**src/rtl/usb_ep_pkg.sv**
```systemverilog
package usb_ep_pkg;
  typedef enum logic [1:0] {
    H_IDLE = 2'd0,
    H_PUSH = 2'd1,
    H_CLOSE = 2'd2,
    H_POP = 2'd3
  } host_op_e;
endpackage

```
**src/rtl/ep_fifo.sv**
```systemverilog
module ep_fifo #(
  parameter int DW    = 8,
  parameter int DEPTH = 8,
  localparam int AW   = $clog2(DEPTH),
  localparam int CW   = $clog2(DEPTH + 1)
) (
  input  logic          clk,
  input  logic          rst,
  input  logic          wr_en,
  input  logic [DW-1:0] wr_data,
  input  logic          rd_en,
  output logic [DW-1:0] rd_data,
  output logic [CW-1:0] cnt,
  output logic [CW-1:0] cnt_nxt
);
  logic [DW-1:0] mem [DEPTH];
  logic [AW-1:0] wptr, rptr;
  logic do_wr, do_rd;

  assign do_wr   = wr_en && (cnt != CW'(DEPTH));
  assign do_rd   = rd_en && (cnt != '0);
  assign cnt_nxt = cnt + CW'(do_wr) - CW'(do_rd);

  // storage without reset so it maps to block RAM
  always_ff @(posedge clk) begin
    if (do_wr) mem[wptr] <= wr_data;
    if (do_rd) rd_data <= mem[rptr];
  end

  always_ff @(posedge clk) begin
    if (rst) begin
      wptr <= '0;
      rptr <= '0;
      cnt  <= '0;
    end else begin
      if (do_wr) wptr <= (wptr == AW'(DEPTH - 1)) ? '0 : wptr + 1'b1;
      if (do_rd) rptr <= (rptr == AW'(DEPTH - 1)) ? '0 : rptr + 1'b1;
      cnt <= cnt_nxt;
    end
  end
endmodule

```
**src/rtl/ep_cpu_port.sv**
```systemverilog
module ep_cpu_port #(
  parameter int NUM_EP = 4,
  parameter int DEPTH  = 8,
  parameter int SEL_W  = 3,
  localparam int EW    = $clog2(NUM_EP),
  localparam int CW    = $clog2(DEPTH + 1)
) (
  input  logic                       clk,
  input  logic                       rst,
  input  logic [SEL_W-1:0]           ep_sel,
  input  logic                       dir_tx,
  input  logic                       req,
  input  logic                       dp_wr,
  input  logic                       dp_rd,
  input  logic [NUM_EP-1:0][CW-1:0]  cnt_nxt,
  input  logic [NUM_EP-1:0]          host_own,
  input  logic [NUM_EP-1:0]          cpu_own,
  output logic                       ready,
  output logic                       lock_vld,
  output logic [EW-1:0]              lock_ep,
  output logic [NUM_EP-1:0]          fifo_wr,
  output logic [NUM_EP-1:0]          fifo_rd,
  output logic                       end_pulse,
  output logic [EW-1:0]              end_ep,
  output logic                       end_tx
);
  logic          s_on, s_ok, s_tx;
  logic [EW-1:0] s_ep;
  logic          sel_ok, start, stop, eff_tx, ready_d;
  logic [CW-1:0] cn;

  assign sel_ok = int'(ep_sel) < NUM_EP;
  assign start  = req && !s_on;
  assign stop   = !req && s_on;

  // direction and endpoint are frozen at the opening edge
  always_ff @(posedge clk) begin
    if (rst) begin
      s_on <= 1'b0;
      s_ok <= 1'b0;
      s_tx <= 1'b0;
      s_ep <= '0;
    end else if (start) begin
      s_on <= 1'b1;
      s_ok <= sel_ok;
      s_tx <= dir_tx;
      s_ep <= ep_sel[EW-1:0];
    end else if (stop) begin
      s_on <= 1'b0;
    end
  end

  assign lock_vld = s_on ? s_ok : (req && sel_ok);
  assign lock_ep  = s_on ? s_ep : ep_sel[EW-1:0];
  assign eff_tx   = s_on ? s_tx : dir_tx;
  assign cn       = cnt_nxt[lock_ep];

  // ready reflects the state after this edge, so it never lags a transfer
  always_comb begin
    ready_d = 1'b0;
    if (req && lock_vld) begin
      if (eff_tx)
        ready_d = !host_own[lock_ep] && !cpu_own[lock_ep] && (cn != CW'(DEPTH));
      else
        ready_d = cpu_own[lock_ep] && (cn != '0);
    end
  end

  always_ff @(posedge clk) begin
    if (rst) ready <= 1'b0;
    else     ready <= ready_d;
  end

  for (genvar i = 0; i < NUM_EP; i++) begin : g_strobe
    assign fifo_wr[i] = s_on && s_ok && s_tx && ready && dp_wr && (s_ep == EW'(i));
    assign fifo_rd[i] = s_on && s_ok && !s_tx && ready && dp_rd && (s_ep == EW'(i));
  end

  assign end_pulse = stop && s_ok;
  assign end_ep    = s_ep;
  assign end_tx    = s_tx;
endmodule

```
**src/rtl/ep_flags.sv**
```systemverilog
module ep_flags #(
  parameter int NUM_EP = 4
) (
  input  logic              clk,
  input  logic              rst,
  input  logic [NUM_EP-1:0] acc_set,
  input  logic [NUM_EP-1:0] acc_clr,
  input  logic              zlp_set,
  input  logic              zlp_clr,
  output logic [NUM_EP-1:0] acc_flags,
  output logic              zlp_flag
);
  // a set in the same cycle as a clear wins
  always_ff @(posedge clk) begin
    if (rst) begin
      acc_flags <= '0;
      zlp_flag  <= 1'b0;
    end else begin
      acc_flags <= (acc_flags & ~acc_clr) | acc_set;
      zlp_flag  <= (zlp_flag & ~zlp_clr) | zlp_set;
    end
  end
endmodule

```
**src/rtl/usb_ep_fifo_port.sv**
```systemverilog
module usb_ep_fifo_port
  import usb_ep_pkg::*;
#(
  parameter int NUM_EP = 4,
  parameter int DEPTH  = 8,
  parameter int DW     = 8,
  parameter int SEL_W  = 3,
  localparam int EW    = $clog2(NUM_EP),
  localparam int CW    = $clog2(DEPTH + 1)
) (
  input  logic              clk,
  input  logic              rst,
  input  logic [SEL_W-1:0]  ep_sel,
  input  logic              dir_tx,
  input  logic              req,
  output logic              ready,
  input  logic              dp_wr,
  input  logic [DW-1:0]     dp_wdata,
  input  logic              dp_rd,
  output logic [DW-1:0]     dp_rdata,
  output logic [NUM_EP-1:0] acc_flags,
  input  logic [NUM_EP-1:0] acc_clr,
  output logic              zlp_flag,
  input  logic              zlp_clr,
  input  logic [EW-1:0]     host_ep,
  input  logic              host_wr,
  input  logic [DW-1:0]     host_wdata,
  input  logic              host_end,
  input  logic              host_rd,
  output logic [DW-1:0]     host_rdata,
  output logic              host_rvalid,
  output logic              host_nak
);
  logic [NUM_EP-1:0][CW-1:0] cnt, cnt_nxt;
  logic [NUM_EP-1:0][DW-1:0] rdq;
  logic [NUM_EP-1:0] cpu_wr, cpu_rd, h_wr, h_rd, f_wr, f_rd;
  logic [NUM_EP-1:0] host_own, cpu_own, acc_set;
  logic              lock_vld, end_pulse, end_tx;
  logic [EW-1:0]     lock_ep, end_ep, h_ep_q;
  host_op_e          hop;
  logic              h_lock, h_free, ok_wr, ok_end, ok_rd, refuse;
  logic [CW-1:0]     hc;

  ep_cpu_port #(.NUM_EP(NUM_EP), .DEPTH(DEPTH), .SEL_W(SEL_W)) u_cpu (
    .clk(clk), .rst(rst), .ep_sel(ep_sel), .dir_tx(dir_tx), .req(req),
    .dp_wr(dp_wr), .dp_rd(dp_rd), .cnt_nxt(cnt_nxt), .host_own(host_own),
    .cpu_own(cpu_own), .ready(ready), .lock_vld(lock_vld), .lock_ep(lock_ep),
    .fifo_wr(cpu_wr), .fifo_rd(cpu_rd), .end_pulse(end_pulse),
    .end_ep(end_ep), .end_tx(end_tx)
  );

  // host operation decode; push has priority over close, close over pop
  always_comb begin
    if (host_wr)       hop = H_PUSH;
    else if (host_end) hop = H_CLOSE;
    else if (host_rd)  hop = H_POP;
    else               hop = H_IDLE;
  end

  assign hc     = cnt[host_ep];
  assign h_lock = lock_vld && (lock_ep == host_ep);
  assign h_free = !h_lock && !host_own[host_ep] && !cpu_own[host_ep];
  assign ok_wr  = (hop == H_PUSH) && h_free && (hc != CW'(DEPTH));
  assign ok_end = (hop == H_CLOSE) && h_free;
  assign ok_rd  = (hop == H_POP) && !h_lock && host_own[host_ep] && (hc != '0);
  assign refuse = (hop != H_IDLE) && !(ok_wr || ok_end || ok_rd);

  for (genvar i = 0; i < NUM_EP; i++) begin : g_ep
    logic hit;
    assign hit        = (host_ep == EW'(i));
    assign h_wr[i]    = ok_wr && hit;
    assign h_rd[i]    = ok_rd && hit;
    assign f_wr[i]    = cpu_wr[i] || h_wr[i];
    assign f_rd[i]    = cpu_rd[i] || h_rd[i];
    assign acc_set[i] = hit && (ok_end || (ok_rd && hc == CW'(1)));

    ep_fifo #(.DW(DW), .DEPTH(DEPTH)) u_fifo (
      .clk(clk), .rst(rst), .wr_en(f_wr[i]),
      .wr_data(cpu_wr[i] ? dp_wdata : host_wdata),
      .rd_en(f_rd[i]), .rd_data(rdq[i]), .cnt(cnt[i]), .cnt_nxt(cnt_nxt[i])
    );

    // ownership: host_own = packet queued for the host, cpu_own = for firmware
    always_ff @(posedge clk) begin
      if (rst) begin
        host_own[i] <= 1'b0;
        cpu_own[i]  <= 1'b0;
      end else begin
        if (end_pulse && end_ep == EW'(i)) begin
          if (end_tx && cnt[i] != '0)  host_own[i] <= 1'b1;
          if (!end_tx && cnt[i] == '0) cpu_own[i]  <= 1'b0;
        end
        if (ok_end && hit && hc != '0)    cpu_own[i]  <= 1'b1;
        if (ok_rd && hit && hc == CW'(1)) host_own[i] <= 1'b0;
      end
    end
  end

  ep_flags #(.NUM_EP(NUM_EP)) u_flags (
    .clk(clk), .rst(rst), .acc_set(acc_set), .acc_clr(acc_clr),
    .zlp_set(ok_end && hc == '0), .zlp_clr(zlp_clr),
    .acc_flags(acc_flags), .zlp_flag(zlp_flag)
  );

  always_ff @(posedge clk) begin
    if (rst) begin
      host_nak    <= 1'b0;
      host_rvalid <= 1'b0;
      h_ep_q      <= '0;
    end else begin
      host_nak    <= refuse;
      host_rvalid <= ok_rd;
      h_ep_q      <= host_ep;
    end
  end

  assign host_rdata = rdq[h_ep_q];
  assign dp_rdata   = rdq[end_ep];
endmodule

```
**config.mk**
```make
export PLATFORM = sky130hd
export DESIGN_NAME = usb_ep_fifo_port
export DESIGN_NICKNAME = d
export VERILOG_FILES = /design/src/rtl/usb_ep_pkg.sv /design/src/rtl/ep_fifo.sv /design/src/rtl/ep_cpu_port.sv /design/src/rtl/ep_flags.sv /design/src/rtl/usb_ep_fifo_port.sv
export SDC_FILE = /design/constraint.sdc
export NUM_CORES = 1
export LEC_CHECK = 0
export ABC_AREA = 1
export ABC_CLOCK_PERIOD_IN_PS = 5140
export BUFFER_PORTS_ARGS = -buffer_cell sky130_fd_sc_hd__buf_2
export CAP_MARGIN = 40
export CORE_MARGIN = 1.5
export CORE_UTILIZATION = 53
export CTS_CLUSTER_DIAMETER = 150
export DETAILED_ROUTE_END_ITERATION = 7
export HOLD_SLACK_MARGIN = 0.15
export PLACE_DENSITY = 0.7
export SYNTH_ARGS = -nofsm -noshare
export SYNTH_HDL_FRONTEND = slang
export SYNTH_HIERARCHICAL = 1
export SYNTH_SLANG_ARGS = --single-unit
```
**constraint.sdc**
```tcl
create_clock -name clk -period 5.14 [get_ports clk]
set_input_delay 0.514 -clock clk [delete_from_list [all_inputs] [get_ports clk]]
set_output_delay 0.514 -clock clk [all_outputs]
set_load 0.05 [all_outputs]
```
Yosys cells after proc, flatten, opt, wreduce, memory -nomap -nowiden
Memory sizes are Yosys's and may differ from the RTL's. A register that Yosys moved wholly into a read port is not among the register bits.
Cells that the tools add are included.
{"block": "totals", "register_bits": 63, "ramBits": 256, "out_inout_bits": 24, "elab_cells": 279, "n_memories": 4}
{"name": "g_ep[0].u_fifo.mem", "words": 8, "word_bits": 8, "read_ports": 1, "rd_ports_with_merged_regs": 1, "write_ports": 1, "line_no": "ep_fifo.sv:16", "rtl": "logic [DW-1:0] mem [DEPTH];"}
{"name": "g_ep[1].u_fifo.mem", "words": 8, "word_bits": 8, "read_ports": 1, "rd_ports_with_merged_regs": 1, "write_ports": 1, "line_no": "ep_fifo.sv:16"}
{"name": "g_ep[2].u_fifo.mem", "words": 8, "word_bits": 8, "read_ports": 1, "rd_ports_with_merged_regs": 1, "write_ports": 1, "line_no": "ep_fifo.sv:16"}
{"name": "g_ep[3].u_fifo.mem", "words": 8, "word_bits": 8, "read_ports": 1, "rd_ports_with_merged_regs": 1, "write_ports": 1, "line_no": "ep_fifo.sv:16"}
{"block": "op_classes", "addsub": 16, "magnitude_cmp": 5, "eq_ne": 25, "n_mux": 57, "n_bitwise": 7, "reduce_logical": 135}
{"op": "logical AND 1 bit", "n": 79}
{"op": "2-to-1 mux 8 bit", "n": 6}
{"op": "binary-select mux 8 bit (select 2 bit)", "n": 2}
{"op": "2-to-1 mux 1 bit", "n": 29}
{"op": "adder 3 x 1 -> 3 bit, second input constant", "n": 8}
{"op": "equality test 3 bit, second input constant", "n": 8}
{"op": "2-to-1 mux 3 bit", "n": 8}
{"op": "!= test 4 bit, second input constant", "n": 6}
{"op": "nonzero test 4 bit", "n": 6}
{"op": "logical NOT 4 bit", "n": 5}
{"op": "nonzero test 2 bit", "n": 10}
{"op": "adder 4 x 1 -> 4 bit", "n": 4}
{"op": "binary-select mux 4 bit (select 2 bit)", "n": 2}
{"op": "AND reduction 2 bit", "n": 8}
{"op": "subtractor 4 x 1 -> 4 bit", "n": 4}
{"op": "equality test 2 bit, second input constant", "n": 6}
{"op": "< comparator 2 x 3 -> 1 bit, second input constant", "n": 4}
{"op": "logical OR 1 bit", "n": 11}
{"op": "OR reduction 2 bit", "n": 5}
{"op": "logical NOT 1 bit", "n": 9}
{"op": "binary-select mux 1 bit (select 2 bit)", "n": 4}
{"op": "2-to-1 mux 2 bit", "n": 4}
{"op": "2-to-1 mux 4 bit", "n": 2}
{"op": "equality test 2 x 1 -> 1 bit, second input constant", "n": 3}
{"op": "10 further kinds", "n": 12}

Depth between registers and ports, before layout
{"block": "logic_depth", "ltp_word": 19, "depth_mapped": 28}

By module
Netlist, hierarchy kept.
{"module": "ep_fifo", "instances": 4, "cells_per_inst": 382, "area_each_um2": 3771.1, "seq_area_each_um2": 2362.3}
{"module": "usb_ep_fifo_port", "instances": 1, "cells_per_inst": 330, "area_each_um2": 1690.4, "seq_area_each_um2": 240.2}
{"module": "ep_cpu_port", "instances": 1, "cells_per_inst": 100, "area_each_um2": 663.1, "seq_area_each_um2": 120.1}
{"module": "ep_flags", "instances": 1, "cells_per_inst": 25, "area_each_um2": 181.4, "seq_area_each_um2": 100.1}

Worst setup path after synthesis
OpenSTA, ideal clock, no wires.
{"block": "synth_timing", "path_type": "register to register", "from": "reg u_cpu.ready", "to": "reg u_cpu.ready", "setup_ns": 0.062, "arrival_time_ns": 3.708, "required_ns": 5.078, "slack_ns": 1.370, "path_stages_with_launch": 21, "period_less_slack_ns": 3.770, "path_cell_list": "dfxtp_1 -> nand4_1 -> nor3_1 -> clkbuf_1 -> o21bai_1 -> nand2_1 -> buf_6 -> ha_1 -> inv_1 -> ha_1 -> fa_1 -> or2_2 -> nand2_1 -> inv_1 -> nand3_1 -> nand3_2 -> nand2_1 -> nand2_1 -> nand3_2 -> nand2_2 -> nor2_2"}
{"item": "start: declaration", "line_no": "ep_cpu_port.sv:18", "rtl": "output logic ready,"}
{"item": "start signal: assignment", "line_no": "ep_cpu_port.sv:71", "rtl": "else ready <= ready_d;"}

==> results.sh <==
export IMPL_max_slew_worst_pin_slew_ps=943.8
export IMPL_insertion_delay_ps=540
export IMPL_cts_resized=0
export IMPL_min_path_type="in -> reg"
export IMPL_synth_nets=2064
export IMPL_dpl_hpwl_um=29090
export IMPL_cp_max_fo=11
export IMPL_dr_pass1_iters=6
export IMPL_crit_required_ps=5610
export IMPL_slew_violations=0
export IMPL_synth_ff_type="edfxtp_1"
export IMPL_synth_compound_area_frac=0.04034
export IMPL_cts_setup_buffers=0
export IMPL_yosysWarnings=6
export IMPL_grt_max_degree=41
export IMPL_post_route_util=0.6025
export IMPL_synth_cell_types=40
export IMPL_antenna_left=0
export IMPL_ctsHoldBuffers=0
export IMPL_pin_count=59
export IMPL_clock_skew_ps=20.06
export IMPL_place_gp_congestion=0.9052
export IMPL_area_growth_pct=11.55
export IMPL_clock_sinks=351
export IMPL_ys_async_sr_fraction=0
export IMPL_syn_inst=1983
export IMPL_portBuffers=58
export IMPL_path_clk_slew_ps=50
export IMPL_wirelength_um=42310
export IMPL_wire_per_inst_um=16.55
export IMPL_grt_pass1_vias=12430
export IMPL_synth_top_family_by_area="simple AND/OR/NAND/NOR gates"
export IMPL_relSlewSlack=0.3641
export IMPL_die_w_um=185.3
export IMPL_die_h_um=185.3
export IMPL_placementRows=66
export IMPL_core_um2=32620
export IMPL_cts_path_max_buffers=3
export IMPL_synth_most_common_cell="nand2_1"
export IMPL_critPathArrivalTime_ps=4930
export IMPL_ir_drop_uv=303.5
export IMPL_yosysSeqAreaShare=0.5624
export IMPL_setup_viol=0
export IMPL_muxShareOfSynthArea=0
export IMPL_syn_avg_cell_area_um2=8.885
export IMPL_worstSetupStartpointType="flip-flop"
export IMPL_setup_tns_ps=0
export IMPL_synthSimpleGateAreaFrac=0.2468
export IMPL_synth_edff_count=288
export IMPL_drtIter0Drc=1243
export IMPL_fin_nets=2165
export IMPL_drcViolationCount=0
export IMPL_synthTopCellsByCount="nand2_1, inv_1, edfxtp_1"
export IMPL_syn_area_um2=17620
export IMPL_clock_root_buffer="clkbuf_16"
export IMPL_overflow=0
export IMPL_grt_usage=0.2527
export IMPL_ys_ff_latch=351
export IMPL_cts_tree="built"
export IMPL_power_density_nw_per_um2=322.1
export IMPL_yosysTopAreaCellShare=0.4908
export IMPL_maxCapViolations=0
export IMPL_insertedDiodeCount=0
export IMPL_post_drt_via_cell_ratio=5.128
export IMPL_criticalPathCategory="reg -> reg"
export IMPL_finalCritPeriodShare=0.8667
export IMPL_max_freq_ghz=0.2245
export IMPL_outcome="complete, no violations"
export IMPL_num_vias=13110
export IMPL_synthTopCellsByArea="edfxtp_1, nand2_1, inv_1"
export IMPL_leakage_nw=8.852
export IMPL_grt_pass1_wl_um=65330
export IMPL_cp_end_kind="flip-flop"
export IMPL_synth_area_leader_cell="edfxtp_1"
export IMPL_start_util=0.5402
export IMPL_synthXorXnorAreaFrac=0.0009942
export IMPL_htreeDepth=2
export IMPL_drive_gt1_frac=0.1230
export IMPL_numCtsBuffers=40
export IMPL_fp_dieArea_um2=34350
export IMPL_finalCriticalPeriod_ps=4455
export IMPL_grt_setup_unrepaired="no"
export IMPL_antenna_found_initial=1
export IMPL_final_hold_viol_count=0
export IMPL_synthAdderAreaFrac=0.03437
-- where the power goes --
part	leakage, nW	internal (W)	switching [W]
sequential	3.10	0.00312	0.0000479
clock	0.583	0.00153	0.00112
combinational	5.16	0.000149	0.000366
-- area by class of cell --
cell class / count / area (µm²)
Inverter: 400 / 1536
Clock inverter: 24 / 182.7
Tap cell: 442 / 553.0
Fill cell: 2743 / 12960
Timing Repair Buffer: 119 / 738.2
Multi-Input combinational cell: 1172 / 5703
Sequential cell: 351 / 9910
Clock buffer: 48 / 1031
-- critical path: stages (launching register included) --
cell and delay (ps):
dfxtp_1 700, clkinv_4 170, nand2_4 100, nand2_4 70
xnor2_1 130, nand3_1 120, nand3_1 130, nor2_1 110
nand2_1 210, o21bai_1 380, nand2_1 310, ha_1 370
inv_1 70, ha_1 210, fa_1 380, or2_2 320
nand2_1 60, inv_1 50, nand3_1 100, nand3_2 70
nand2_1 70, nand2_1 60, nand3_2 70, nand2_2 60
nor2_2 80
-- metal layers --
layer  track usage  vias to the layer above  share of wire
li1              -                     6515              -
met4        0.1252                        0          0.048
met3       0.04424                      120          0.077
met2        0.4133                      462           0.46
met1        0.3245                     6010           0.42
met5             0                        -              0
-- state kept, by name (all words and copies together) (netlist names), 2 cells and up --
name,count
u_cpu/end_ep,2
cpu_own,4
g_ep.u_fifo/rd_data,32
u_flags/acc_flags,4
g_ep.u_fifo/wptr,12
host_own,4
g_ep.u_fifo/cnt,16
g_ep.u_fifo/rptr,12
h_ep_q,2
g_ep.u_fifo/mem,256
-- cell usage in the layout, fill, tap and decap left out, drive strengths merged --
master / instances
nand3b: 14
bufinv: 2
dfxtp: 63
nor3: 44
or2: 4
nand4: 8
nand2: 613
inv: 399
nor2: 129
ha: 42
xnor2: 2
clkbuf: 48
o31ai: 4
buf: 119
nand3: 188
clkinv: 20
o22ai: 8
fa: 4
a31oi: 1
o21ai: 54
clkinvlp: 3
a21oi: 34
a22oi: 13
o21a: 1
o21bai: 4
a211oi: 5
edfxtp: 288
-- metrics by stage --
step | setup slack (ps) | total power (W) | std cells | area [µm²] | hold WS [ps]
floorplan | 1370 | 0.003566 | 1983 | 17620 | 466.8
global placement | 906.1 | 0.003713 | 2465 | 18310 | 446.1
detailed placement | 820.8 | 0.003734 | 2483 | 18440 | 453.6
CTS | 785.3 | 0.006367 | 2555 | 19650 | 199.1
global route | 428.7 | 0.006548 | 2556 | 19650 | 210.1
finish | 685.3 | 0.006330 | 2556 | 19650 | 226.5
-- final timing paths --
| kind | from | cells past startpoint | slack, ps | to |
|---|---|---|---|---|
| setup / recovery | u_cpu/s_on$_SDFFE_PP0P_ | 24 | 690 | u_cpu/ready$_SDFF_PP0_ |
| hold / removal | ep_sel[2] | 2 | 230 | u_cpu/s_ok$_SDFFE_PP0P_ |
| setup reg to reg | u_cpu/s_on$_SDFFE_PP0P_ | 24 | 690 | u_cpu/ready$_SDFF_PP0_ |
| hold reg to reg | u_flags/acc_flags[1]$_SDFF_PP0_ | 2 | 450 | u_flags/acc_flags[1]$_SDFF_PP0_ |
-- kinds of logic (layout without fill, tap and decap cells) --
group,count (synthesis),in the layout
flip-flops,351,351
buffers and inverters,460,591
AO/OA/AOI/OAI,124,124
XOR/XNOR,2,2
AND/OR/NAND/NOR,1000,1000
adder cells (fa/ha/maj),46,46
(Power assumes the default switching activity.)
